**src/rtl/fault_agg_pkg.sv**
```systemverilog
package fault_agg_pkg;
  localparam int FAULT_W = 16;
  localparam int BIT_PROT_CPU = 0;
  localparam int BIT_PROT_DMA = 1;
  localparam int BIT_PARITY = 2;
  localparam int BIT_TMO_MEM = 4;
  localparam int BIT_TMO_IO = 5;
  localparam int BIT_SYSFAIL = 7;
  localparam int BIT_WDOG_LO = 13;
  localparam int BIT_WDOG_HI = 15;

  typedef struct packed {
    logic [FAULT_W-1:0] setMask;
    logic faultEvt;
    logic abortEvt;
    logic pwrEvt;
  } faultEvt_t;
endpackage

```
**src/rtl/fault_ctrl.sv**
```systemverilog
module fault_ctrl
  import fault_agg_pkg::*;
(
  input  logic      clk,
  input  logic      rst_n,
  input  logic      protErrN,
  input  logic      parErrN,
  input  logic      busTmoN,
  input  logic      wdogN,
  input  logic      sysFailN,
  input  logic      pwrFailN,
  input  logic      cpuMemCyc,
  input  logic      dmaCyc,
  input  logic      ioCyc,
  input  logic      sysFailEn,
  output faultEvt_t evt
);
  logic prevSysFailN;
  logic prevPwrFailN;
  logic sysFailEdge;
  logic pwrFailEdge;
  logic protCpu;
  logic tmoAny;

  // Level inputs: remember last sample to detect assertion edges.
  always_ff @(posedge clk or negedge rst_n) begin
    if (!rst_n) begin
      prevSysFailN <= 1'b1;
      prevPwrFailN <= 1'b1;
    end else begin
      prevSysFailN <= sysFailN;
      prevPwrFailN <= pwrFailN;
    end
  end

  assign sysFailEdge = prevSysFailN & ~sysFailN;
  assign pwrFailEdge = prevPwrFailN & ~pwrFailN;
  assign protCpu = ~protErrN & cpuMemCyc;
  assign tmoAny = ~busTmoN & (cpuMemCyc | ioCyc);

  always_comb begin
    evt = '0;
    evt.setMask[BIT_PROT_CPU] = protCpu;
    evt.setMask[BIT_PROT_DMA] = ~protErrN & dmaCyc;
    evt.setMask[BIT_PARITY] = ~parErrN;
    evt.setMask[BIT_TMO_MEM] = ~busTmoN & cpuMemCyc;
    evt.setMask[BIT_TMO_IO] = ~busTmoN & ioCyc;
    evt.setMask[BIT_SYSFAIL] = sysFailEdge & sysFailEn;
    evt.setMask[BIT_WDOG_LO] = ~wdogN;
    evt.setMask[BIT_WDOG_HI] = ~wdogN;
    evt.faultEvt = |evt.setMask;
    evt.abortEvt = protCpu | tmoAny;
    evt.pwrEvt = pwrFailEdge;
  end

  // a held-low line never yields two capture events in a row
  assert_sysfail_edge_R6: assert property (@(posedge clk) disable iff (!rst_n)
    sysFailEdge |=> !sysFailEdge);
endmodule

```
**src/rtl/fault_datapath.sv**
```systemverilog
module fault_datapath
  import fault_agg_pkg::*;
(
  input  logic               clk,
  input  logic               rst_n,
  input  faultEvt_t          evt,
  input  logic               swClr,
  input  logic [FAULT_W-1:0] swClrMask,
  output logic [FAULT_W-1:0] faultReg,
  output logic               pendLvl1,
  output logic               pendLvl0,
  output logic               abortReq
);
  logic [FAULT_W-1:0] clrBits;
  assign clrBits = swClr ? swClrMask : '0;

  // One sticky cell per bit: set has priority over clear.
  for (genvar b = 0; b < FAULT_W; b++) begin : g_cell
    always_ff @(posedge clk or negedge rst_n) begin
      if (!rst_n) faultReg[b] <= 1'b0;
      else if (evt.setMask[b]) faultReg[b] <= 1'b1;
      else if (clrBits[b]) faultReg[b] <= 1'b0;
    end
  end

  always_ff @(posedge clk or negedge rst_n) begin
    if (!rst_n) begin
      pendLvl1 <= 1'b0;
      pendLvl0 <= 1'b0;
      abortReq <= 1'b0;
    end else begin
      pendLvl1 <= evt.faultEvt;
      pendLvl0 <= evt.pwrEvt;
      abortReq <= evt.abortEvt;
    end
  end

  // without a clear no bit can fall
  assert_sticky_R9: assert property (@(posedge clk) disable iff (!rst_n)
    !swClr |=> ((faultReg & $past(faultReg)) == $past(faultReg)));
  // an abort always comes with an aborting fault bit recorded
  assert_abort_bit_R4: assert property (@(posedge clk) disable iff (!rst_n)
    abortReq |-> (faultReg[BIT_PROT_CPU] | faultReg[BIT_TMO_MEM] | faultReg[BIT_TMO_IO]));
  // level-1 pulse implies a nonzero fault register
  assert_lvl1_nonzero_R7: assert property (@(posedge clk) disable iff (!rst_n)
    pendLvl1 |-> (faultReg != '0));
  // the watchdog pair rises together
  assert_wdog_pair_R5: assert property (@(posedge clk) disable iff (!rst_n)
    $rose(faultReg[BIT_WDOG_LO]) |-> faultReg[BIT_WDOG_HI]);
  // power-fail pulse lasts one cycle
  assert_lvl0_pulse_R8: assert property (@(posedge clk) disable iff (!rst_n)
    pendLvl0 |=> !pendLvl0);
  // outputs quiet in reset
  always_comb begin
    if (!rst_n) begin
      assert_reset_state_R1: assert (faultReg == '0 && !pendLvl1 && !pendLvl0 && !abortReq);
    end
  end
endmodule

```
**src/rtl/fault_aggregator.sv**
```systemverilog
module fault_aggregator
  import fault_agg_pkg::*;
(
  input  logic               clk,
  input  logic               rst_n,
  input  logic               protErrN,
  input  logic               parErrN,
  input  logic               busTmoN,
  input  logic               wdogN,
  input  logic               sysFailN,
  input  logic               pwrFailN,
  input  logic               cpuMemCyc,
  input  logic               dmaCyc,
  input  logic               ioCyc,
  input  logic               sysFailEn,
  input  logic               swClr,
  input  logic [FAULT_W-1:0] swClrMask,
  output logic [FAULT_W-1:0] faultReg,
  output logic               pendLvl1,
  output logic               pendLvl0,
  output logic               abortReq
);
  faultEvt_t evt;

  fault_ctrl u_ctrl (
    .clk(clk), .rst_n(rst_n),
    .protErrN(protErrN), .parErrN(parErrN), .busTmoN(busTmoN), .wdogN(wdogN),
    .sysFailN(sysFailN), .pwrFailN(pwrFailN),
    .cpuMemCyc(cpuMemCyc), .dmaCyc(dmaCyc), .ioCyc(ioCyc),
    .sysFailEn(sysFailEn), .evt(evt)
  );

  fault_datapath u_dp (
    .clk(clk), .rst_n(rst_n), .evt(evt),
    .swClr(swClr), .swClrMask(swClrMask),
    .faultReg(faultReg), .pendLvl1(pendLvl1), .pendLvl0(pendLvl0), .abortReq(abortReq)
  );
endmodule

```
**config.mk**
```make
export PLATFORM = sky130hd
export DESIGN_NAME = fault_aggregator
export DESIGN_NICKNAME = d
export VERILOG_FILES = /design/src/rtl/fault_agg_pkg.sv /design/src/rtl/fault_ctrl.sv /design/src/rtl/fault_datapath.sv /design/src/rtl/fault_aggregator.sv
export SDC_FILE = /design/constraint.sdc
export NUM_CORES = 1
export LEC_CHECK = 0
export ABC_CLOCK_PERIOD_IN_PS = 860
export CORE_AREA = 5 5 42 44
export DETAILED_ROUTE_END_ITERATION = 6
export DIE_AREA = 0 0 47 49
export DONT_BUFFER_PORTS = 1
export SKIP_CTS_REPAIR_TIMING = 1
export SLEW_MARGIN = 30
export SYNTH_ARGS = -nofsm -noshare
export SYNTH_HDL_FRONTEND = slang
export SYNTH_SLANG_ARGS = --single-unit
```
**constraint.sdc**
```tcl
create_clock -name clk -period 0.86 [get_ports clk]
set_clock_uncertainty 0.05 [all_clocks]
set_input_delay 0.043 -clock clk [delete_from_list [all_inputs] [get_ports clk]]
set_output_delay 0.043 -clock clk [all_outputs]
set_load 0.05 [all_outputs]
```
Word level (Yosys, flattened, before mapping)
Cells that the tools add are included.

Register bits after elaboration: 13. Word-level logic and storage cells: 55. Input bits: 29. Output and inout port bits: 19.

Eq/ne operators: 3. Mux-type cells: 17. Reduce and logical (&&, ||, !) cells: 6. Bitwise gates (word level): 16.

Operators by type and width (number): $mux 1 (16); $mux 16 (1); $reduce_bool 2->1 (5); $and 1x1->1 (8); $reduce_or 7->1 (1); $ne 2x1->1 const B (3); $not 1->1 (6); $or 1x1->1 (2).

Depth between registers and ports, before layout
Gate-level depths: netlist of run 1.

Word-level depth: 4. Depth in mapped cells: 4. Mapped depth without buffers: 3.

Modules after synthesis
Synthesis of run 1 repeated with hierarchy kept, for this count alone.

Cells, all modules: 80. Area total of the unflattened synthesis: 908.4 um2.

Modules (own cells, without submodules): fault_datapath (seq. area each 475.5 um2, area each 686.9 um2, cells an instance 53, times used 1); fault_ctrl (seq. area each 52.6 um2, area each 221.5 um2, cells an instance 27, times used 1).

Least setup slack after synthesis of run 1
No wires, ideal clock.

Kind: register -> register. Start point: register, netlist name u_dp.faultReg[5]. End point: register u_dp.faultReg[5]. Setup time: 0.118 ns. Data required time: 0.692 ns. Data arrival time: 0.758 ns. Setup slack: -0.066 ns. Stages on the path, launching flop included: 2. Period minus slack after synthesis: 0.926 ns. Buffers on the path: 0. Cell sequence: dfrtp_1 a21o_1.

RTL lines: to (signal, indexed assignment) (RTL line fault_datapath.sv:20) `if (!rst_n) faultReg[b] <= 1'b0;`; to (signal, indexed assignment) (RTL line fault_datapath.sv:21) `else if (evt.setMask[b]) faultReg[b] <= 1'b1;`; to (signal, indexed assignment) (RTL line fault_datapath.sv:22) `else if (clrBits[b]) faultReg[b] <= 1'b0;`; to (decl) (RTL line fault_datapath.sv:9) `output logic [FAULT_W-1:0] faultReg,`.

Final worst setup path of run 1
Start point: input port swClr. End point: register u_dp.faultReg[5].

Word-level cells in the longest chain between the ends: 2.

RTL lines: from (decl) (RTL line fault_aggregator.sv:16) `input logic swClr,`; $mux 16 (RTL line fault_datapath.sv:15) `assign clrBits = swClr ? swClrMask : '0;`; $reduce_bool 2->1 (no line).

Every way passes these cells. A chain may end at the register's enable or synchronous reset.

==> results of run 1 <==
sequential cells by signal, summed over array words and instances, names as in the netlist:
register	flops
u_dp.abortReq	1
u_dp.pendLvl0	1
u_ctrl.prevPwrFailN	1
u_dp.pendLvl1	1
u_dp.faultReg	8
u_ctrl.prevSysFailN	1
layer usage:
metal / GRT usage, % / vias up
met5: 0 / -
met1: 11.8 / 215
met4: 5.53 / 0
met2: 16.7 / 21
met3: 3.32 / 2
li1: - / 212
layout by cell type, fill, tap and decap left out:
cell type | synthesis | layout
clkbuf_1 | 0 | 1
nand2b_1 | 1 | 1
nand4_1 | 1 | 1
nand2_1 | 21 | 20
clkbuf_4 | 0 | 3
dfstp_2 | 2 | 2
buf_4 | 8 | 1
nand2_2 | 0 | 1
o21ai_0 | 2 | 2
dfrtp_2 | 0 | 8
buf_6 | 0 | 11
nand3b_1 | 1 | 1
a21o_1 | 2 | 2
dlygate4sd3_1 | 0 | 14
inv_1 | 1 | 1
or2_1 | 1 | 1
conb_1 | 1 | 8
dfrtp_1 | 11 | 3
nor2b_1 | 2 | 2
power by group through the flow:
stage	registers, W	clock network, W	logic [W]
after floorplan	0.000865	0	0.000160
after global placement	0.000702	0	0.000371
after detailed placement	0.000703	0	0.000375
after CTS	0.000692	0.000387	0.000375
after global routing	0.000707	0.000401	0.000505
final	0.000700	0.000362	0.000481
final cells by class:
type                    count  area (µm²)  share of cell area, %
inverters                   1        3.75                  0.450
multi-input cells          39         175                   21.0
flip-flops and latches     13         338                   40.5
clock buffers               4        26.3                   3.15
well taps                  16        20.0                   2.40
repair buffers             26         272                   32.5
kinds of logic (layout without fill, tap and decap cells):
kind of cell           after synthesis  count (layout)  share of synthesized area, %
other                                1               8                         0.691
flip-flops                          13              13                          60.4
AND/OR/NAND/NOR                     27              27                          21.7
AO/OA/AOI/OAI                        4               4                          4.61
buffers and inverters               10              31                          12.7
metrics by stage:
step	total power [W]	TNS (ns)	hold slack, ns	setup WS [ns]	util (%)
after detailed placement	0.00108	-0.0311	-0.302	-0.0311	44.0
after floorplan	0.00102	0	-0.303	0.0102	-
after CTS	0.00145	-1.08	-0.602	-0.108	45.9
after global placement	0.00107	0	-0.302	0.00143	44.0
after global routing	0.00161	-1.49	-0.193	-0.152	59.6
final	0.00154	-0.778	-0.191	-0.0885	59.6
worst max path at each step:
stage,start,depth (start not counted),endpoint,slack [ns]
3_5_place_dp,u_ctrl.prevSysFailN$_DFF_PN1_,3,u_dp.pendLvl1$_DFF_PN0_,-0.03
4_1_cts,u_dp.faultReg[4]$_DFFE_PN0P_,1,faultReg[4],-0.11
2_1_floorplan,u_ctrl.prevSysFailN$_DFF_PN1_,3,u_dp.pendLvl1$_DFF_PN0_,0.01
6_report,swClr,3,u_dp.faultReg[5]$_DFFE_PN0P_,-0.09
5_1_grt,swClr,3,u_dp.faultReg[5]$_DFFE_PN0P_,-0.15
3_3_place_gp,u_ctrl.prevSysFailN$_DFF_PN1_,3,u_dp.pendLvl1$_DFF_PN0_,0.001
==> impl_metrics.yaml, run 1 <==
floorplanning:
  rows: 14
  die_w_um: 47
  ioPinCount: 48
  die-area_um2: 2300
  start_util_pct: 38.8
  die_h_um: 49
  core_area_um2: 1400
min_path:
  hold_path.class: "in2reg"
  holdPathStages: 1
  hold_path.startpoint: "busTmoN"
  whs_endpoint: "u_dp.faultReg[4]$_DFFE_PN0P_"
logic_synthesis:
  synthTopCellsByCount: "nand2_1, dfrtp_1, buf_4"
  synth-edff-count: 0
  synth-seq-cells: 13
  yosys.area.top_type: "dfrtp_1"
  synth_area_um2: 543
  ys_async_sr_fraction_pct: 100
  syn_area_per_cell_um2: 9.87
  yosys_warnings: 0
  yosysMostFrequentCell: "nand2_1"
  seq_area_frac_synth_pct: 60.4
  syn-instance-count: 55
  ys_types: 14
  synth_top_area_share_pct: 50.7
  yosys-top-cells-area: "dfrtp_1, nand2_1, buf_4, dfstp_2, a21o_1"
  ys.flop_type: "dfrtp_1"
sta:
  finalMaxSlewViolations: 0
  tightest_slew_ns: 0.566
  final_hold_viol_count: 6
  hold_ws_ns: -0.191
  period_needed_ns: 0.948
  fin_ws_ns: -0.0885
  max_freq_mhz: 1050
  fin_crit_sh_pct: 110
  rsz0062_at_grt: "true"
  setup_viol: 17
  slew_headroom_pct: 62.1
pwr:
  switchingPower_w: 0.000532
  power-per-cell-area_nw_per_um2: 1850
  p_sw_share_pct: 34.5
  p_int_w: 0.00101
  ir_worst_vdd_mv: 0.803
  p_clk_share_pct: 23.4
  power_frac_seq_pct: 45.4
  pwr-share-comb_pct: 31.2
  p_leak_nw: 0.394
final_layout:
  final_cells: 99
  area_growth_syn_to_layout_pct: 53.7
  antenna-diode-count: 0
  fin_area_um2: 835
  fin_nets: 113
  fillerInstances: 120
  drive_gt1_share_pct: 31.3
clocking:
  cts_tree: "yes"
  path_clk_slew_ns: 0.07
  cts_buffer_depth: 2
  clk_latency_ns: 0.26
  cts_root_buf: "clkbuf_4"
  htree_levels: 1
  clock_sinks: 13
  cts_buffers: 3
setup_path:
  startpoint_type: "input port"
  r2r_slack_ns: -0.05
  cp_top_family: "buffers and inverters"
  critPathKind: "in2reg"
  endpoint_kind: "register"
  slowest_stage: "dlygate4sd3_1"
  path_buf_inv: 1
  critPathMaxFanout: 7
  cp.required_ns: 0.97
  reg2reg_depth: 3
  critical_path_arrival_ns: 1.06
  slowest_delay_ns: 0.70
  r2r_end: "u_dp.pendLvl1$_DFF_PN0_"
  r2r-start: "u_ctrl.prevSysFailN$_DFF_PN1_"
  worstPathCellList: "dlygate4sd3_1 -> nand2_1 -> a21o_1"
route:
  wl_met2_um: 757
  dr_total_vias: 450
  finalWirelength_um: 1340
  dr_wl_met3_um: 114
  detail_route.iter0.violations: 4
  drt_first_pass_iters: 2
  m1WireLength_um: 461
  highest_layer: "met4"
  ant_nets: 0
  wl_per_cell_um: 13.5
  vias_per_cell: 4.55
  drc: 0
placement:
  gp_congestion: 0.653
  port_buffers: 0
  dp.cells: 80
  postPlaceCellArea_um2: 617
  hpwl_um: 900
global_route:
  grt_pass1_wl_um: 1700
  grt_pass1_vias: 417
  track_usage_pct: 10.5
  overflow: 0
  antenna_found_initial: 0
  grt_max_degree: 14
run:
  cap_violations: 0
run_status:
  status: "finished, violations left"
  violations: "hold timing, setup timing"
No activity file was read; power rests on OpenSTA's default activity.
==> inputs of run 2 (changes only) <==
CORE_AREA = 10 10 47 49   (was 5 5 42 44)
DIE_AREA = 0 0 57 59   (was 0 0 47 49)
PLACE_DENSITY = 0.58   (was default)
==> run 2 against run 1 <==
  * Fmax is 0.62% higher
  * The flow still finishes with violations (hold timing, setup timing)
  * Total power is 0.95% higher
  * Highest routed layer unchanged
  * Via count decreased by 3.6%
  * Sequential share of layout area increased by 0.18 points
  * First-iteration DRC count is 50% lower
  * Cell count is 1.0% lower
  * Cell area shrank 0.45%
  * Core utilization down 0.27 points
  * Critical path depth down 2
  * Sequential power about the same
==> impl_metrics.yaml, run 2 (same netlist as run 1, synthesis figures left out) <==
run_status:
  status: "finished, violations left"
  violations: "hold timing, setup timing"
sta:
  hold_ws_ns: -0.204
  tightest_slew_ns: 0.552
  rsz0062_at_grt: "true"
  slew_headroom_pct: 63.1
  period_needed_ns: 0.943
  finalMaxSlewViolations: 0
  fin_ws_ns: -0.0827
  fin_crit_sh_pct: 110
  max_freq_mhz: 1060
  setup_viol: 13
  setup_tns_ns: -0.736
  final_hold_viol_count: 5
placement:
  gp_congestion: 0.664
  port_buffers: 0
  dp_slack_ns: -0.0288
  postPlaceCellArea_um2: 629
  hpwl_um: 1090
global_route:
  use_met2_pct: 12.6
  antenna_found_initial: 0
  track_usage_pct: 7.38
  grt_pass1_wl_um: 1990
  overflow: 0
  grt_pass1_vias: 443
  grt-busiest-layer: "met2"
  grt_use_met1_pct: 6.97
  use_met3_pct: 4.08
  grt_max_degree: 14
setup_path:
  startpoint_type: "register"
  critPathMaxFanout: 2
  slowest_stage: "dfrtp_2"
  path_buf_inv: 1
  r2r-start: "u_ctrl.prevSysFailN$_DFF_PN1_"
  slowest_delay_ns: 0.42
  cp.required_ns: 0.77
  cp_top_family: "flip-flops"
  worstPathCellList: "buf_6"
  reg2reg_depth: 3
  r2r_slack_ns: -0.04
  r2r_end: "u_dp.pendLvl1$_DFF_PN0_"
  critPathKind: "reg2out"
  critical_path_arrival_ns: 0.85
  endpoint_kind: "primary output"
min_path:
  holdPathStages: 1
  hold_path.startpoint: "busTmoN"
  hold_path.class: "in2reg"
  whs_endpoint: "u_dp.faultReg[4]$_DFFE_PN0P_"
clocking:
  cts_buffer_depth: 2
  cts_tree: "yes"
  path_clk_slew_ns: 0.08
  cts_buffers: 3
  cts_root_buf: "clkbuf_4"
  clk_latency_ns: 0.26
  clock_sinks: 13
  htree_levels: 1
pwr:
  p_leak_nw: 0.394
  ir_worst_vdd_mv: 0.942
  power-per-cell-area_nw_per_um2: 1870
final_layout:
  mostFrequentLayoutCells: "nand2_1, dlygate4sd3_1, buf_6"
  fin_area_um2: 831
  drive_gt1_share_pct: 30.5
  antenna-diode-count: 0
  top_register: "u_dp.faultReg"
  area_growth_syn_to_layout_pct: 53.0
  fin_nets: 112
  final_common_cell: "nand2_1"
  largest_reg_flops: 8
route:
  detail_route.iter0.violations: 2
  wl_per_cell_um: 15.0
  vias_per_cell: 4.43
  ant_nets: 0
  drc: 0
  finalWirelength_um: 1470
  drt_first_pass_iters: 4
  dr_total_vias: 434
floorplanning:
  rows: 14
  die-area_um2: 3360
  die_w_um: 57
  start_util_pct: 38.8
  core_area_um2: 1400
  ioPinCount: 48
  die_h_um: 59
run:
  cap_violations: 0
## run 2: cell types whose count changed in the layout (fill, tap and decap cells not counted)
cell,change
dlygate4sd3_1,-1
o21ai_0,-1
nand2_2,-1
nand2_1,+1
buf_6,-1
buf_12,+1
o21ai_1,+1
## run 2: report_power, final
| group | internal, W | switching [W] |
|---|---|---|
| Combinational | 0.000168 | 0.000319 |
| Clock | 0.000179 | 0.000189 |
| Sequential | 0.000670 | 0.0000317 |
## run 2: stage by stage
step	total power [W]	util [%]	cells
finish	0.00156	59.3	98
global placement	0.00109	44.9	80
global route	0.00162	59.3	98
floorplan	0.00102	-	62
detailed placement	0.00109	44.9	80
CTS	0.00146	46.8	84
## run 2: final cells by class
cell class / instances / area, µm²
multi-input combinational: 39 / 173
sequential: 13 / 338
clock buffer: 4 / 26.3
tap: 16 / 20.0
fill: 121 / 571
inverter: 1 / 3.75
timing repair buffer: 25 / 270
## run 2: how the worst max path moves through the flow
stage / startpoint / endpoint / slack [ns] / cells past startpoint
floorplan: u_ctrl.prevSysFailN$_DFF_PN1_ / u_dp.pendLvl1$_DFF_PN0_ / 0.01 / 3
global placement: u_ctrl.prevSysFailN$_DFF_PN1_ / u_dp.pendLvl1$_DFF_PN0_ / 0.004 / 3
detailed placement: u_ctrl.prevSysFailN$_DFF_PN1_ / u_dp.pendLvl1$_DFF_PN0_ / -0.03 / 3
CTS: u_dp.faultReg[4]$_DFFE_PN0P_ / faultReg[4] / -0.11 / 1
global route: u_dp.faultReg[13]$_DFFE_PN0P_ / faultReg[13] / -0.11 / 1
finish: u_dp.faultReg[13]$_DFFE_PN0P_ / faultReg[13] / -0.08 / 1
## run 2: routing by layer
metal | part of all wire [%] | vias up
li1 | - | 208
met1 | 34 | 203
met2 | 55 | 21
met3 | 10 | 2
met4 | 0.75 | 0
met5 | 0 | -
==> inputs of run 3 (changes only) <==
CAP_MARGIN = 10   (was default)
CELL_PAD_IN_SITES_DETAIL_PLACEMENT = 1   (was default)
CELL_PAD_IN_SITES_GLOBAL_PLACEMENT = 1   (was default)
CORE_AREA = default   (was 10 10 47 49)
CORE_MARGIN = 10   (was default)
CORE_UTILIZATION = 34   (was default)
DIE_AREA = default   (was 0 0 57 59)
PLACE_DENSITY = 0.69   (was 0.58)
==> run 3 against run 2 <==
  * The run still ends with hold timing, setup timing left
  * Critical path depth grew 3
  * Global-route usage increased by 0.68 points
  * Hold slack got worse by 0.014 ns
==> impl_metrics.yaml, run 3 (same netlist as run 1, synthesis figures left out) <==
pwr:
  p_clk_share_pct: 23.8
  p_sw_share_pct: 35.1
  ir_worst_vdd_mv: 0.762
  power-per-cell-area_nw_per_um2: 1920
  switchingPower_w: 0.000542
  p_leak_nw: 0.383
  power_frac_seq_pct: 45.5
  p_int_w: 0.00100
  pwr-share-comb_pct: 30.7
run_status:
  status: "finished, violations left"
  violations: "hold timing, setup timing"
route:
  dr_total_vias: 446
  vias_per_cell: 4.65
  detail_route.iter0.violations: 3
  wl_per_cell_um: 18.0
  ant_nets: 0
  drt_first_pass_iters: 3
  finalWirelength_um: 1730
  drc: 0
floorplanning:
  rows: 14
  die_w_um: 60.0
  start_util_pct: 36.0
  die_h_um: 60.0
  ioPinCount: 48
  core_area_um2: 1510
  die-area_um2: 3600
setup_path:
  path_buf_inv: 1
  cp.required_ns: 0.96
  endpoint_kind: "register"
  startpoint: "protErrN"
  r2r_slack_ns: -0.11
  startpoint_type: "input port"
  path_depth: 4
  critPathKind: "in2reg"
  critical_path_arrival_ns: 1.09
  critPathCapture: "u_dp.pendLvl1$_DFF_PN0_"
  reg2reg_depth: 3
  r2r-start: "u_ctrl.prevSysFailN$_DFF_PN1_"
  slowest_delay_ns: 0.55
  cp_top_family: "buffers and inverters"
  critPathMaxFanout: 2
  slowest_stage: "dlygate4sd3_1"
  worstPathCellList: "dlygate4sd3_1 -> nand2_1 -> a21o_1 -> or2_1"
  r2r_end: "u_dp.pendLvl1$_DFF_PN0_"
global_route:
  overflow: 0
  use_met3_pct: 5.72
  grt_max_degree: 14
  grt-busiest-layer: "met2"
  grt_pass1_vias: 475
  grt_pass1_wl_um: 2130
  track_usage_pct: 8.06
  grt_use_met1_pct: 5.38
  antenna_found_initial: 0
  use_met2_pct: 13.8
final_layout:
  fin_util_pct: 53.4
  top_register: "u_dp.faultReg"
  largest_reg_flops: 8
  antenna-diode-count: 0
  area_growth_syn_to_layout_pct: 48.2
  fin_area_um2: 805
  mostFrequentLayoutCells: "nand2_1, dlygate4sd3_1, buf_6"
  drive_gt1_share_pct: 30.0
  final_cells: 96
  final_common_cell: "nand2_1"
  fin_nets: 110
placement:
  gp_congestion: 0.647
  dp.cells: 80
  postPlaceCellArea_um2: 617
  hpwl_um: 1200
  port_buffers: 0
sta:
  tightest_slew_ns: 0.590
  fin_crit_sh_pct: 115
  period_needed_ns: 0.987
  fin_ws_ns: -0.127
  setup_viol: 20
  final_hold_viol_count: 7
  max_freq_mhz: 1010
  slew_headroom_pct: 60.6
  hold_ws_ns: -0.218
  rsz0062_at_grt: "true"
  finalMaxSlewViolations: 0
clocking:
  clk_latency_ns: 0.27
  cts_buffers: 3
  clock_sinks: 13
  cts_buffer_depth: 2
  path_clk_slew_ns: 0.08
  cts_root_buf: "clkbuf_4"
  cts_tree: "yes"
  htree_levels: 1
min_path:
  hold_path.class: "in2reg"
run:
  cap_violations: 0
==> run 3: cell count changes in the layout (fill, tap and decap cells not counted), sizes merged <==
cell and change:
buf -1, dlygate4sd3 -1
==> run 3: worst reg2reg max path, cell delays in order, from the launching register on <==
cell	delay, ns
dfstp_2	0.37
nand3b_1	0.10
nand4_1	0.10
or2_1	0.23
==> run 3: power by group through the flow <==
stage	logic [W]	clock network, W	registers, W
global route	0.000501	0.000420	0.000707
global placement	0.000375	0	0.000702
finish	0.000473	0.000368	0.000703
floorplan	0.000160	0	0.000865
detailed placement	0.000378	0	0.000705
CTS	0.000381	0.000388	0.000693
==> run 3: metrics by stage <==
stage	setup WS (ns)	setup TNS (ns)	power (W)
floorplan	0.0102	0	0.00102
finish	-0.127	-1.29	0.00154
detailed placement	-0.0761	-0.0761	0.00108
global route	-0.150	-1.95	0.00163
global placement	-0.0394	-0.0394	0.00108
CTS	-0.113	-1.22	0.00146
==> run 3: worst min-delay path by stage <==
stage	startpoint	end	slack (ns)	cells after the start
after detailed placement	rst_n	u_dp.faultReg[15]$_DFFE_PN0P_	-0.30	0
final	wdogN	u_dp.faultReg[13]$_DFFE_PN0P_	-0.22	1
after global placement	rst_n	u_dp.faultReg[13]$_DFFE_PN0P_	-0.30	0
after floorplan	rst_n	u_dp.abortReq$_DFF_PN0_	-0.30	0
after CTS	rst_n	u_dp.faultReg[2]$_DFFE_PN0P_	-0.61	0
after global routing	wdogN	u_dp.faultReg[15]$_DFFE_PN0P_	-0.23	1
==> run 3: area by class of cell <==
class / count / area, µm²
clock buffer: 4 / 26.3
fill: 170 / 702
inverter: 1 / 3.75
multi-input combinational: 39 / 173
sequential: 13 / 338
tap: 16 / 20.0
timing repair buffer: 23 / 244
==> run 3: routing by layer <==
metal	part of all wire, %	wire [µm]	vias up
met5	0	0	-
met2	55	950	25
met1	30	522	215
met4	1.6	28	0
met3	13	224	2
li1	-	-	204
